--- src/rtl/bankreg_pkg.sv ---
package bankreg_pkg;
  localparam int PSR_W   = 32;
  localparam int NLOG    = 16;
  localparam int IDX_W   = $clog2(NLOG);
  localparam int N_BANKS = 7;                 // user/system + six exception modes
  localparam int N_LOW   = 9;                 // R0..R7 and R15
  localparam int N_HI    = 5;                 // R8..R12
  localparam int NSLOT   = N_LOW + 2 * N_HI + 2 * N_BANKS;
  localparam int SLOT_W  = $clog2(NSLOT);
  localparam int SP_BASE = N_LOW + 2 * N_HI;  // first stack/link slot

  localparam int POS_A = 8;
  localparam int POS_I = 7;
  localparam int POS_F = 6;

  typedef enum logic [2:0] {
    BK_USR = 3'd0, BK_FIQ = 3'd1, BK_IRQ = 3'd2, BK_SVC = 3'd3,
    BK_MON = 3'd4, BK_ABT = 3'd5, BK_UND = 3'd6
  } bank_e;

  localparam logic [4:0] M_USR = 5'b10000;
  localparam logic [4:0] M_FIQ = 5'b10001;
  localparam logic [4:0] M_IRQ = 5'b10010;
  localparam logic [4:0] M_SVC = 5'b10011;
  localparam logic [4:0] M_MON = 5'b10110;
  localparam logic [4:0] M_ABT = 5'b10111;
  localparam logic [4:0] M_UND = 5'b11011;
  localparam logic [4:0] M_SYS = 5'b11111;

  localparam logic [PSR_W-1:0] PSR_RESET =
    PSR_W'((1 << POS_A) | (1 << POS_I) | (1 << POS_F)) | {{(PSR_W-5){1'b0}}, M_SVC};

  // Logical index plus bank -> flat physical slot.
  function automatic logic [SLOT_W-1:0] phys_slot(input logic [IDX_W-1:0] idx, input bank_e bk);
    logic [SLOT_W-1:0] s;
    if (idx == 4'd15)
      s = SLOT_W'(N_LOW - 1);
    else if (idx < 4'd8)
      s = SLOT_W'(idx);
    else if (idx < 4'd13)
      s = (bk == BK_FIQ) ? SLOT_W'(32'(idx) - 8 + N_LOW + N_HI)
                         : SLOT_W'(32'(idx) - 8 + N_LOW);
    else
      s = SLOT_W'(SP_BASE + 2 * 32'(bk) + 32'(idx) - 13);
    return s;
  endfunction
endpackage

--- src/rtl/bankreg_decode.sv ---
module bankreg_decode
  import bankreg_pkg::*;
(
  input  logic [4:0] mode,
  output bank_e      bank,
  output logic       mode_bad,
  output logic       no_spsr
);
  always_comb begin
    mode_bad = 1'b0;
    unique case (mode)
      M_FIQ:        bank = BK_FIQ;
      M_IRQ:        bank = BK_IRQ;
      M_SVC:        bank = BK_SVC;
      M_MON:        bank = BK_MON;
      M_ABT:        bank = BK_ABT;
      M_UND:        bank = BK_UND;
      M_USR, M_SYS: bank = BK_USR;
      default: begin
        bank     = BK_USR;
        mode_bad = 1'b1;
      end
    endcase
  end

  assign no_spsr = (bank == BK_USR);
endmodule

--- src/rtl/bankreg_gpr.sv ---
module bankreg_gpr
  import bankreg_pkg::*;
#(
  parameter int DATA_W = 32
) (
  input  logic              clk,
  input  logic              rst_n,
  input  bank_e             bank,
  input  logic [IDX_W-1:0]  rd_a_idx,
  input  logic [IDX_W-1:0]  rd_b_idx,
  input  logic              wr_en,
  input  logic [IDX_W-1:0]  wr_idx,
  input  logic [DATA_W-1:0] wr_data,
  output logic [DATA_W-1:0] rd_a_data,
  output logic [DATA_W-1:0] rd_b_data
);
  logic [DATA_W-1:0] slot_q [NSLOT];
  logic [SLOT_W-1:0] wr_slot;

  assign wr_slot = phys_slot(wr_idx, bank);

  for (genvar s = 0; s < NSLOT; s++) begin : g_slot
    always_ff @(posedge clk or negedge rst_n) begin
      if (!rst_n)
        slot_q[s] <= '0;
      else if (wr_en && wr_slot == SLOT_W'(s))
        slot_q[s] <= wr_data;
    end
  end

  assign rd_a_data = slot_q[phys_slot(rd_a_idx, bank)];
  assign rd_b_data = slot_q[phys_slot(rd_b_idx, bank)];
endmodule

--- src/rtl/bankreg_psr.sv ---
module bankreg_psr
  import bankreg_pkg::*;
(
  input  logic             clk,
  input  logic             rst_n,
  input  bank_e            bank,
  input  logic             psr_wr_en,
  input  logic [PSR_W-1:0] psr_wr_data,
  input  logic             spsr_wr_en,
  input  logic [PSR_W-1:0] spsr_wr_data,
  output logic [PSR_W-1:0] psr_q,
  output logic [PSR_W-1:0] spsr_rd
);
  logic [PSR_W-1:0] saved_q [1:N_BANKS-1];

  always_ff @(posedge clk or negedge rst_n) begin
    if (!rst_n)         psr_q <= PSR_RESET;
    else if (psr_wr_en) psr_q <= psr_wr_data;
  end

  // The user bank (0) owns no saved word, so its writes match no entry.
  for (genvar b = 1; b < N_BANKS; b++) begin : g_saved
    always_ff @(posedge clk or negedge rst_n) begin
      if (!rst_n)
        saved_q[b] <= '0;
      else if (spsr_wr_en && bank == bank_e'(3'(b)))
        saved_q[b] <= spsr_wr_data;
    end
  end

  always_comb begin
    spsr_rd = '0;
    for (int b = 1; b < N_BANKS; b++)
      if (bank == bank_e'(3'(b))) spsr_rd = saved_q[b];
  end
endmodule

--- src/rtl/bankreg_file.sv ---
module bankreg_file
  import bankreg_pkg::*;
(
  input  logic        clk,
  input  logic        rst_n,
  input  logic [3:0]  rd_a_idx,
  output logic [31:0] rd_a_data,
  input  logic [3:0]  rd_b_idx,
  output logic [31:0] rd_b_data,
  input  logic        wr_en,
  input  logic [3:0]  wr_idx,
  input  logic [31:0] wr_data,
  input  logic        psr_wr_en,
  input  logic [31:0] psr_wr_data,
  output logic [31:0] psr_rd_data,
  input  logic        spsr_wr_en,
  input  logic [31:0] spsr_wr_data,
  output logic [31:0] spsr_rd_data,
  output logic        no_spsr,
  output logic        mode_bad
);
  bank_e      cur_bank;   // active bank, brought out for the checker
  logic [4:0] cur_mode;

  assign cur_mode = psr_rd_data[4:0];

  bankreg_decode u_dec (
    .mode     (cur_mode),
    .bank     (cur_bank),
    .mode_bad (mode_bad),
    .no_spsr  (no_spsr)
  );

  bankreg_gpr #(.DATA_W(32)) u_gpr (
    .clk       (clk),
    .rst_n     (rst_n),
    .bank      (cur_bank),
    .rd_a_idx  (rd_a_idx),
    .rd_b_idx  (rd_b_idx),
    .wr_en     (wr_en),
    .wr_idx    (wr_idx),
    .wr_data   (wr_data),
    .rd_a_data (rd_a_data),
    .rd_b_data (rd_b_data)
  );

  bankreg_psr u_psr (
    .clk          (clk),
    .rst_n        (rst_n),
    .bank         (cur_bank),
    .psr_wr_en    (psr_wr_en),
    .psr_wr_data  (psr_wr_data),
    .spsr_wr_en   (spsr_wr_en),
    .spsr_wr_data (spsr_wr_data),
    .psr_q        (psr_rd_data),
    .spsr_rd      (spsr_rd_data)
  );
endmodule

--- config.mk ---
export PLATFORM = sky130hd
export DESIGN_NAME = bankreg_file
export DESIGN_NICKNAME = d
export VERILOG_FILES = /design/src/rtl/bankreg_pkg.sv /design/src/rtl/bankreg_decode.sv /design/src/rtl/bankreg_gpr.sv /design/src/rtl/bankreg_psr.sv /design/src/rtl/bankreg_file.sv
export SDC_FILE = /design/constraint.sdc
export NUM_CORES = 2
export LEC_CHECK = 0
export BUFFER_PORTS_ARGS = -buffer_cell sky130_fd_sc_hd__clkbuf_2
export CORE_MARGIN = 4
export CORE_UTILIZATION = 55
export DETAILED_ROUTE_END_ITERATION = 7
export GPL_ROUTABILITY_DRIVEN = 0
export PLACE_DENSITY = 0.72
export SLEW_MARGIN = 20
export SYNTH_ARGS = -nofsm -noshare
export SYNTH_HDL_FRONTEND = slang
export SYNTH_HIERARCHICAL = 1
export SYNTH_SLANG_ARGS = --single-unit
--- constraint.sdc ---
create_clock -name clk -period 14 [get_ports clk]
set_input_delay 1.4 -clock clk [delete_from_list [all_inputs] [get_ports clk]]
set_output_delay 1.4 -clock clk [all_outputs]
set_load 0.02 [all_outputs]
==> After elaboration in Yosys (flattened, before gate mapping) <==
Index checks and enable logic that the tools add are counted.
W data, S select, Z words.
{ "classes": {"add_sub_neg": 16, "magnitude_cmp": 8, "n_eq_ne": 49, "muxes": 26, "bitwise_logic": 2, "reduce_logical": 42} }
{ "op_table": {"columns": ["cell", "n"], "rows": [
  ["$bmux W32 S6", 2],
  ["$mux W32", 10],
  ["$eq A6 B5 Y1 const B", 16],
  ["$mux W6", 12],
  ["$eq A6 B4 Y1 const B", 8],
  ["$eq A5 B5 Y1 const B", 8],
  ["$logic_and A1 B1 Y1", 39],
  ["$eq A6 B3 Y1 const B", 4],
  ["$lt A4 B4 Y1 const B", 6],
  ["$add A6 B3 Y6 const B", 3],
  ["$add A6 B4 Y6", 3],
  ["$add A6 B4 Y6 const B", 3],
  ["$pmux W3 S6", 1],
  ["$sub A6 B4 Y6 const B", 3],
  ["$sub A4 B4 Y5 const B", 3],
  ["$ge A7 B7 Y1 const B", 2],
  ["$not A6 Y7", 2],
  ["$eq A4 B4 Y1 const B", 3],
  ["$eq A6 B2 Y1 const B", 2],
  ["$eq A3 B3 Y1 const B", 3],
  ["$reduce_or A8 Y1", 1],
  ["$add A5 B4 Y6 const A", 1],
  ["$eq A3 B2 Y1 const B", 2],
  ["$eq A6 B1 Y1 const B", 1],
  ["other kinds (5)", 5]
]} }
{ "word_totals": {"register_bits": 1280, "input_bits": 113, "word_cells": 183} }

==> Longest topological paths before layout <==
{ "logic_depth": {"depth_word": 12, "depth_mapped": 19, "depth_no_buf": 16} }

==> Modules after synthesis <==
The synthesis kept the hierarchy.
{ "modules_own_cells": {"columns": ["mod", "instances", "cells_each", "area_per_inst_um2", "seq_area_each_um2"], "rows": [
  ["bankreg_gpr", 1, 6156, 61323.8, 26425.3],
  ["bankreg_psr", 1, 672, 9933.3, 5612.9],
  ["bankreg_decode", 1, 15, 82.6, 0.0]
]} }

==> Least setup slack after synthesis <==
Ideal clock, no wire load.
{ "synth_path": {"path_kind": "in2out", "start": "input port rd_a_idx[2]", "end": "output port rd_a_data[19]", "arrival_time_ns": 4.645, "path_slack_ns": 7.955, "cell_stages": 15, "cell_sequence": "buf_2 buf_2 inv_1 ha_1 inv_1 ha_1 fa_1 o31ai_1 a21o_1 buf_2 buf_2 clkbuf_1 o2111ai_1 o311a_1 o21ai_0"} }
{ "synth_between": {"elab_chain_cells": 11, "elab_cells_between_ends": 16} }
{ "synth_lines": {"columns": ["item", "line", "rtl"], "rows": [
  ["start, declared", "bankreg_file.sv:6", "input logic [3:0] rd_a_idx,"],
  ["$sub A4 B4 Y5", "bankreg_pkg.sv:41, bankreg_pkg.sv:42", null],
  ["$add A6 B4 Y6", "bankreg_pkg.sv:41, bankreg_pkg.sv:42", null],
  ["$add A6 B3 Y6", "bankreg_pkg.sv:41", "s = (bk == BK_FIQ) ? SLOT_W'(32'(idx) - 8 + N_LOW + N_HI)"],
  ["$mux W6", "bankreg_pkg.sv:41", null],
  ["$mux W6", "bankreg_pkg.sv:40", "else if (idx < 4'd13)"],
  ["$mux W6", "bankreg_pkg.sv:38", "else if (idx < 4'd8)"],
  ["$mux W6 (*)", "bankreg_pkg.sv:36", "if (idx == 4'd15)"],
  ["$not A6 Y7 (implied by the code) (*)", "bankreg_gpr.sv:31", "assign rd_a_data = slot_q[phys_slot(rd_a_idx, bank)];"],
  ["$bmux W32 S6 (*)", "bankreg_gpr.sv:31", null],
  ["$mux W32 (implied by the code) (*) (2 in a row)", "bankreg_gpr.sv:31", null],
  ["end, declared", "bankreg_file.sv:7", "output logic [31:0] rd_a_data,"]
]} }
Every way passes the cells marked *; elsewhere a longest branch is shown, timed or not. The select of a mux whose other input is x is not followed.

==> Worst setup path after layout <==
{ "layout_path": {"start": "register u_psr.psr_q[0]", "end": "output port rd_a_data[20]"} }
{ "layout_between": {"elab_chain_cells": 12, "elab_cells_between_ends": 19} }
{ "layout_lines": {"columns": ["item", "line", "rtl"], "rows": [
  ["start, declared", "bankreg_psr.sv:11", "output logic [PSR_W-1:0] psr_q,"],
  ["start signal, assigned", "bankreg_psr.sv:18", "else if (psr_wr_en) psr_q <= psr_wr_data;"],
  ["$eq A5 B5 Y1", "bankreg_decode.sv:11", "unique case (mode)"],
  ["$pmux W3 S6 (*)", "bankreg_decode.sv:11", null],
  ["via cur_bank[1]", "bankreg_file.sv:22", "bank_e cur_bank;"],
  ["$add A5 B4 Y6", "bankreg_pkg.sv:44", "s = SLOT_W'(SP_BASE + 2 * 32'(bk) + 32'(idx) - 13);"],
  ["$add A6 B4 Y6", "bankreg_pkg.sv:44", null],
  ["$sub A6 B4 Y6", "bankreg_pkg.sv:44", null],
  ["$mux W6 (*)", "bankreg_pkg.sv:40", null],
  ["$mux W6 (*)", "bankreg_pkg.sv:38", null],
  ["$mux W6 (*)", "bankreg_pkg.sv:36", null],
  ["$not A6 Y7 (implied by the code) (*)", "bankreg_gpr.sv:31", null],
  ["$bmux W32 S6 (*)", "bankreg_gpr.sv:31", null],
  ["$mux W32 (implied by the code) (*) (2 in a row)", "bankreg_gpr.sv:31", null]
]} }
Mark *: on every way through the listed nets, which the timed path passes. The rest lies on a longest branch. The select of a mux whose other input is x is not followed.

==> results by group <==
GRT
  • Global route total overflow: 0
  • Largest net degree at the start of global routing: 192
  • Antenna violations before repair: 28
  • First-pass GRT wire length: 383,000 um
  • Tot GR Track Use: 37.2%
  • Vias in the first global route: 58,600

Detailed routing
  • Met3 wire len: 38,800 um
  • Met1 WL: 96,100 um
  • Initial DRC count: 9,489
  • Final WL: 261,000 um
  • Drt drc: 0
  • Met2 WL: 109,000 um
  • Post-DR wirelength/cell: 30.6 um
  • Post-route ant nets: 0
  • Vias: 60,600
  • Router iterations before antenna repair: 8
  • Top sig layer: met5
  • Via density: 7.11

Logic synthesis
  • Mux cell area share after synthesis: 25.4%
  • Top-area cell type share of the netlist area: 44.7%
  • Ys async rst share: 100%
  • Synth area leaders: dfrtp_1, mux2_2, nand2_1, mux2i_1, a311oi_1
  • YS warnings: 6
  • Combinational family with the most area after synthesis: multiplexers
  • Number of synthesized flops with an enable pin: 0
  • Register area share after synthesis: 44.9%
  • Mapped Area: 0.0713 mm2
  • Syn_nets: 6,991
  • Main flop type after synthesis: dfrtp_1
  • Adder-Cell Fraction of Synth Area: 0.645%
  • Leading area contributor after synthesis: dfrtp_1
  • Seq cells post-synth: 1,280
  • Syn avg cell area: 10.4 um2
  • Synth Area in Simple Gates: 11.3%
  • Post-synthesis xor/xnor area fraction: 0.244%
  • Synth Area in Compound Gates: 12.2%
  • Synthesized instance count: 6,843
  • Netlist cell types: 96

Critical path
  • R2R setup slack: 7.94 ns
  • Worst setup EP type: output port
  • Number of stages on the worst setup path: 17
  • Crit Path Max Fanout: 92
  • Crit path kind: reg2out
  • Worst R2R Path Depth: 14
  • Critical path arrival: 7.58 ns
  • CP top delay family: buffers and inverters
  • Worst path cell trace: and2b_2 -> nor3_2 -> buf_4 -> inv_1 -> ha_1 -> nor3b_1 -> xnor2_2 -> buf_4 -> a21o_4 -> buf_4 -> buf_4 -> a211oi_1 -> a311oi_1 -> a311oi_1 -> o21ai_0 -> a22o_1 -> clkbuf_2
  • Largest stage delay, worst path: 1.01 ns
  • Most used cell, CP: buf_4
  • Worst EP required: 12.60 ns
  • Crit path max-delay cell type: buf_4
  • Setup crit start kind: flop
  • WP buf/inv: 6

CTS
  • CTS max path bufs: 3
  • TritonCTS clock tree: yes
  • H-tree depth: 4
  • Hold_buf cts: 0
  • CTS Buf Count: 140
  • Clk pin slew, worst setup/hold paths: 0.06 ns
  • Setup Fix Bufs, Post-CTS: 0
  • Skew-Pair Late Insertion Delay: 0.78 ns
  • Clk sinks: 1,280
  • Clk root buf: clkbuf_16
  • Post-CTS Resized: 0

STA
  • Fin worst setup slack: 5.02 ns
  • Max Freq: 111 MHz
  • Fin. Hold Viols: 0
  • Crit share post-route: 64.1%
  • Setup tns final: 0 ns
  • Worst slew margin: 16.0%
  • Min Tclk post-route: 8.98 ns
  • Fin Clk Skew: 0.0356 ns
  • Final Setup Violations: 0
  • Unrepaired setup endpoints after global routing: false
  • Final Max Tran Viols: 0
  • Worst-margin pin slew: 1.26 ns

Cells and area
  • Area growth syn-to-layout: 9.18%
  • Layout cells sized above 1: 28.8%
  • Final Instance Count excl. Fillers: 8,524
  • Nets: 6,809

Floorplanning
  • Die Y: 368 um
  • Core Box Area: 0.128 mm2
  • Total die area: 0.136 mm2
  • Starting Density: 55.7%
  • I/O Pins: 243
  • Placement row count: 131
  • Horiz. Die Dim: 368 um

Placement
  • DP Cell Count: 8,247
  • PortBufs: 242
  • Setup WS pre-CTS: 5.84 ns
  • DPL Wire Length: 136,000 um

Pwr
  • Leak pwr: 34.0 nW
  • PD cells: 167 mW/mm2
  • Peak supply drop: 0.149 mV

Outcome
  • Status: finished clean

Hold path
  • Hold Crit Class: reg2reg
  • Worst hold path depth: 1

Flow run
  • Max Cap Viol: 0
metrics by stage:
step           hold WS, ns  power, W  utilization (%)  instance area (um2)
5_1_grt              0.500    0.0136             60.7                77900
4_1_cts              0.488    0.0129             60.7                77800
6_report             0.484    0.0130             60.8                77900
3_3_place_gp         0.463   0.00902             57.1                73200
2_1_floorplan        0.450   0.00797                -                71300
3_5_place_dp         0.474   0.00918             57.1                73200
where the power goes:
part / internal [W] / leakage [nW] / total (W) / switching [W]
clock network: 0.00217 / 2.29 / 0.00376 / 0.00159
registers: 0.00476 / 16.6 / 0.00555 / 0.000789
logic: 0.00164 / 15.1 / 0.00374 / 0.00210
cell usage after synthesis (7+ instances only):
cell and count:
inv_1 177, a211oi_1 92, a32o_1 11, o211ai_1 37
a2bb2oi_1 13, mux4_2 26, o221ai_1 12, o22ai_1 33
clkbuf_1 378, nand2b_1 24, mux2_1 97, buf_1 39
buf_4 29, o21ai_0 61, nand4_1 12, o2111ai_1 9
a221oi_1 40, mux2i_1 241, nor3_1 25, a311oi_1 232
dfrtp_1 1274, o22a_1 19, nand2_1 1278, nand3_1 389
xnor2_1 9, xor2_1 9, buf_6 10, a21o_1 7
o31ai_1 9, mux2_2 1247, and3_1 28, o2bb2ai_1 8
a22o_1 12, or3_1 10, buf_2 229, a221o_1 43
a2111oi_0 132, nor2_1 59, a31oi_1 218, a21oi_1 101
a21boi_0 14, ha_1 32
worst paths after layout:
| path | startpoint | to |
|---|---|---|
| max reg2reg | u_psr/psr_q[2] | u_gpr/slot_q[70] |
| max in group asynchronous | rst_n | u_gpr/slot_q[22] |
| max | u_psr/psr_q[0] | rd_a_data[20] |
| min reg2reg | u_psr/saved_q[65] | u_psr/saved_q[65] |
| min in group asynchronous | rst_n | u_psr/psr_q[13] |
| min | u_psr/saved_q[65] | u_psr/saved_q[65] |
sequential cells by signal, indices dropped and copies added (netlist names):
name / cells
u_psr/saved_q: 192
u_gpr/slot_q: 1056
u_psr/psr_q: 32
cells by family after synthesis:
| kind of cell | after synthesis |
|---|---|
| AND/OR/NAND/NOR | 1881 |
| multiplexers | 1611 |
| flip-flops | 1280 |
| AO/OA/AOI/OAI | 1152 |
| buffers and inverters | 865 |
| adder cells (fa/ha/maj) | 35 |
| XOR/XNOR | 19 |
layout make-up:
class,instances,area (um2)
Multi-Input combinational cell,4698,36000
Sequential cell,1280,32000
Timing Repair Buffer,363,2300
Clock buffer,204,4060
Fill cell,10300,50300
Antenna cell,21,52.6
Tap cell,1729,2160
Clock inverter,51,579
Inverter,178,668
per-layer routing:
layer / vias to the layer above / GRT usage (%)
met2: 4909 / 53.9
met4: 8 / 20.0
met3: 1137 / 14.5
li1: 24600 / -
met5: - / 0
met1: 29900 / 48.2
placed cells by master (no fill, tap or decap), types with 26 or more instances in the layout:
| cell type | instances |
|---|---|
| nand2_1 | 1276 |
| dfrtp_1 | 1274 |
| mux2_2 | 1247 |
| nand3_1 | 384 |
| clkbuf_2 | 241 |
| mux2i_1 | 241 |
| a311oi_1 | 232 |
| a31oi_1 | 218 |
| inv_1 | 177 |
| clkbuf_16 | 142 |
| a2111oi_0 | 132 |
| buf_4 | 105 |
| a21oi_1 | 98 |
| mux2_1 | 97 |
| a211oi_1 | 91 |
| o21ai_0 | 61 |
| a221o_1 | 43 |
| a221oi_1 | 40 |
| o211ai_1 | 37 |
| clkbuf_1 | 35 |
| o22ai_1 | 32 |
| ha_1 | 32 |
| nor2_1 | 29 |
| nor2_4 | 29 |
| clkinv_2 | 27 |
| clkbuf_8 | 27 |
| and3_1 | 27 |
| mux4_2 | 26 |
worst register-to-register path, stage by stage, from the launching register on:
cell and delay, ns:
dfrtp_1 0.49, nand3b_1 0.26, a21oi_4 0.16, buf_4 0.71, ha_1 0.42, ha_1 0.33
fa_1 0.39, xor2_1 0.17, o21bai_1 0.08, a221oi_1 0.49, and3_1 0.45, nand3_1 0.35
nor2_4 0.45, buf_4 0.77, mux2_2 0.45
No activity file was read; power rests on OpenSTA's default activity.
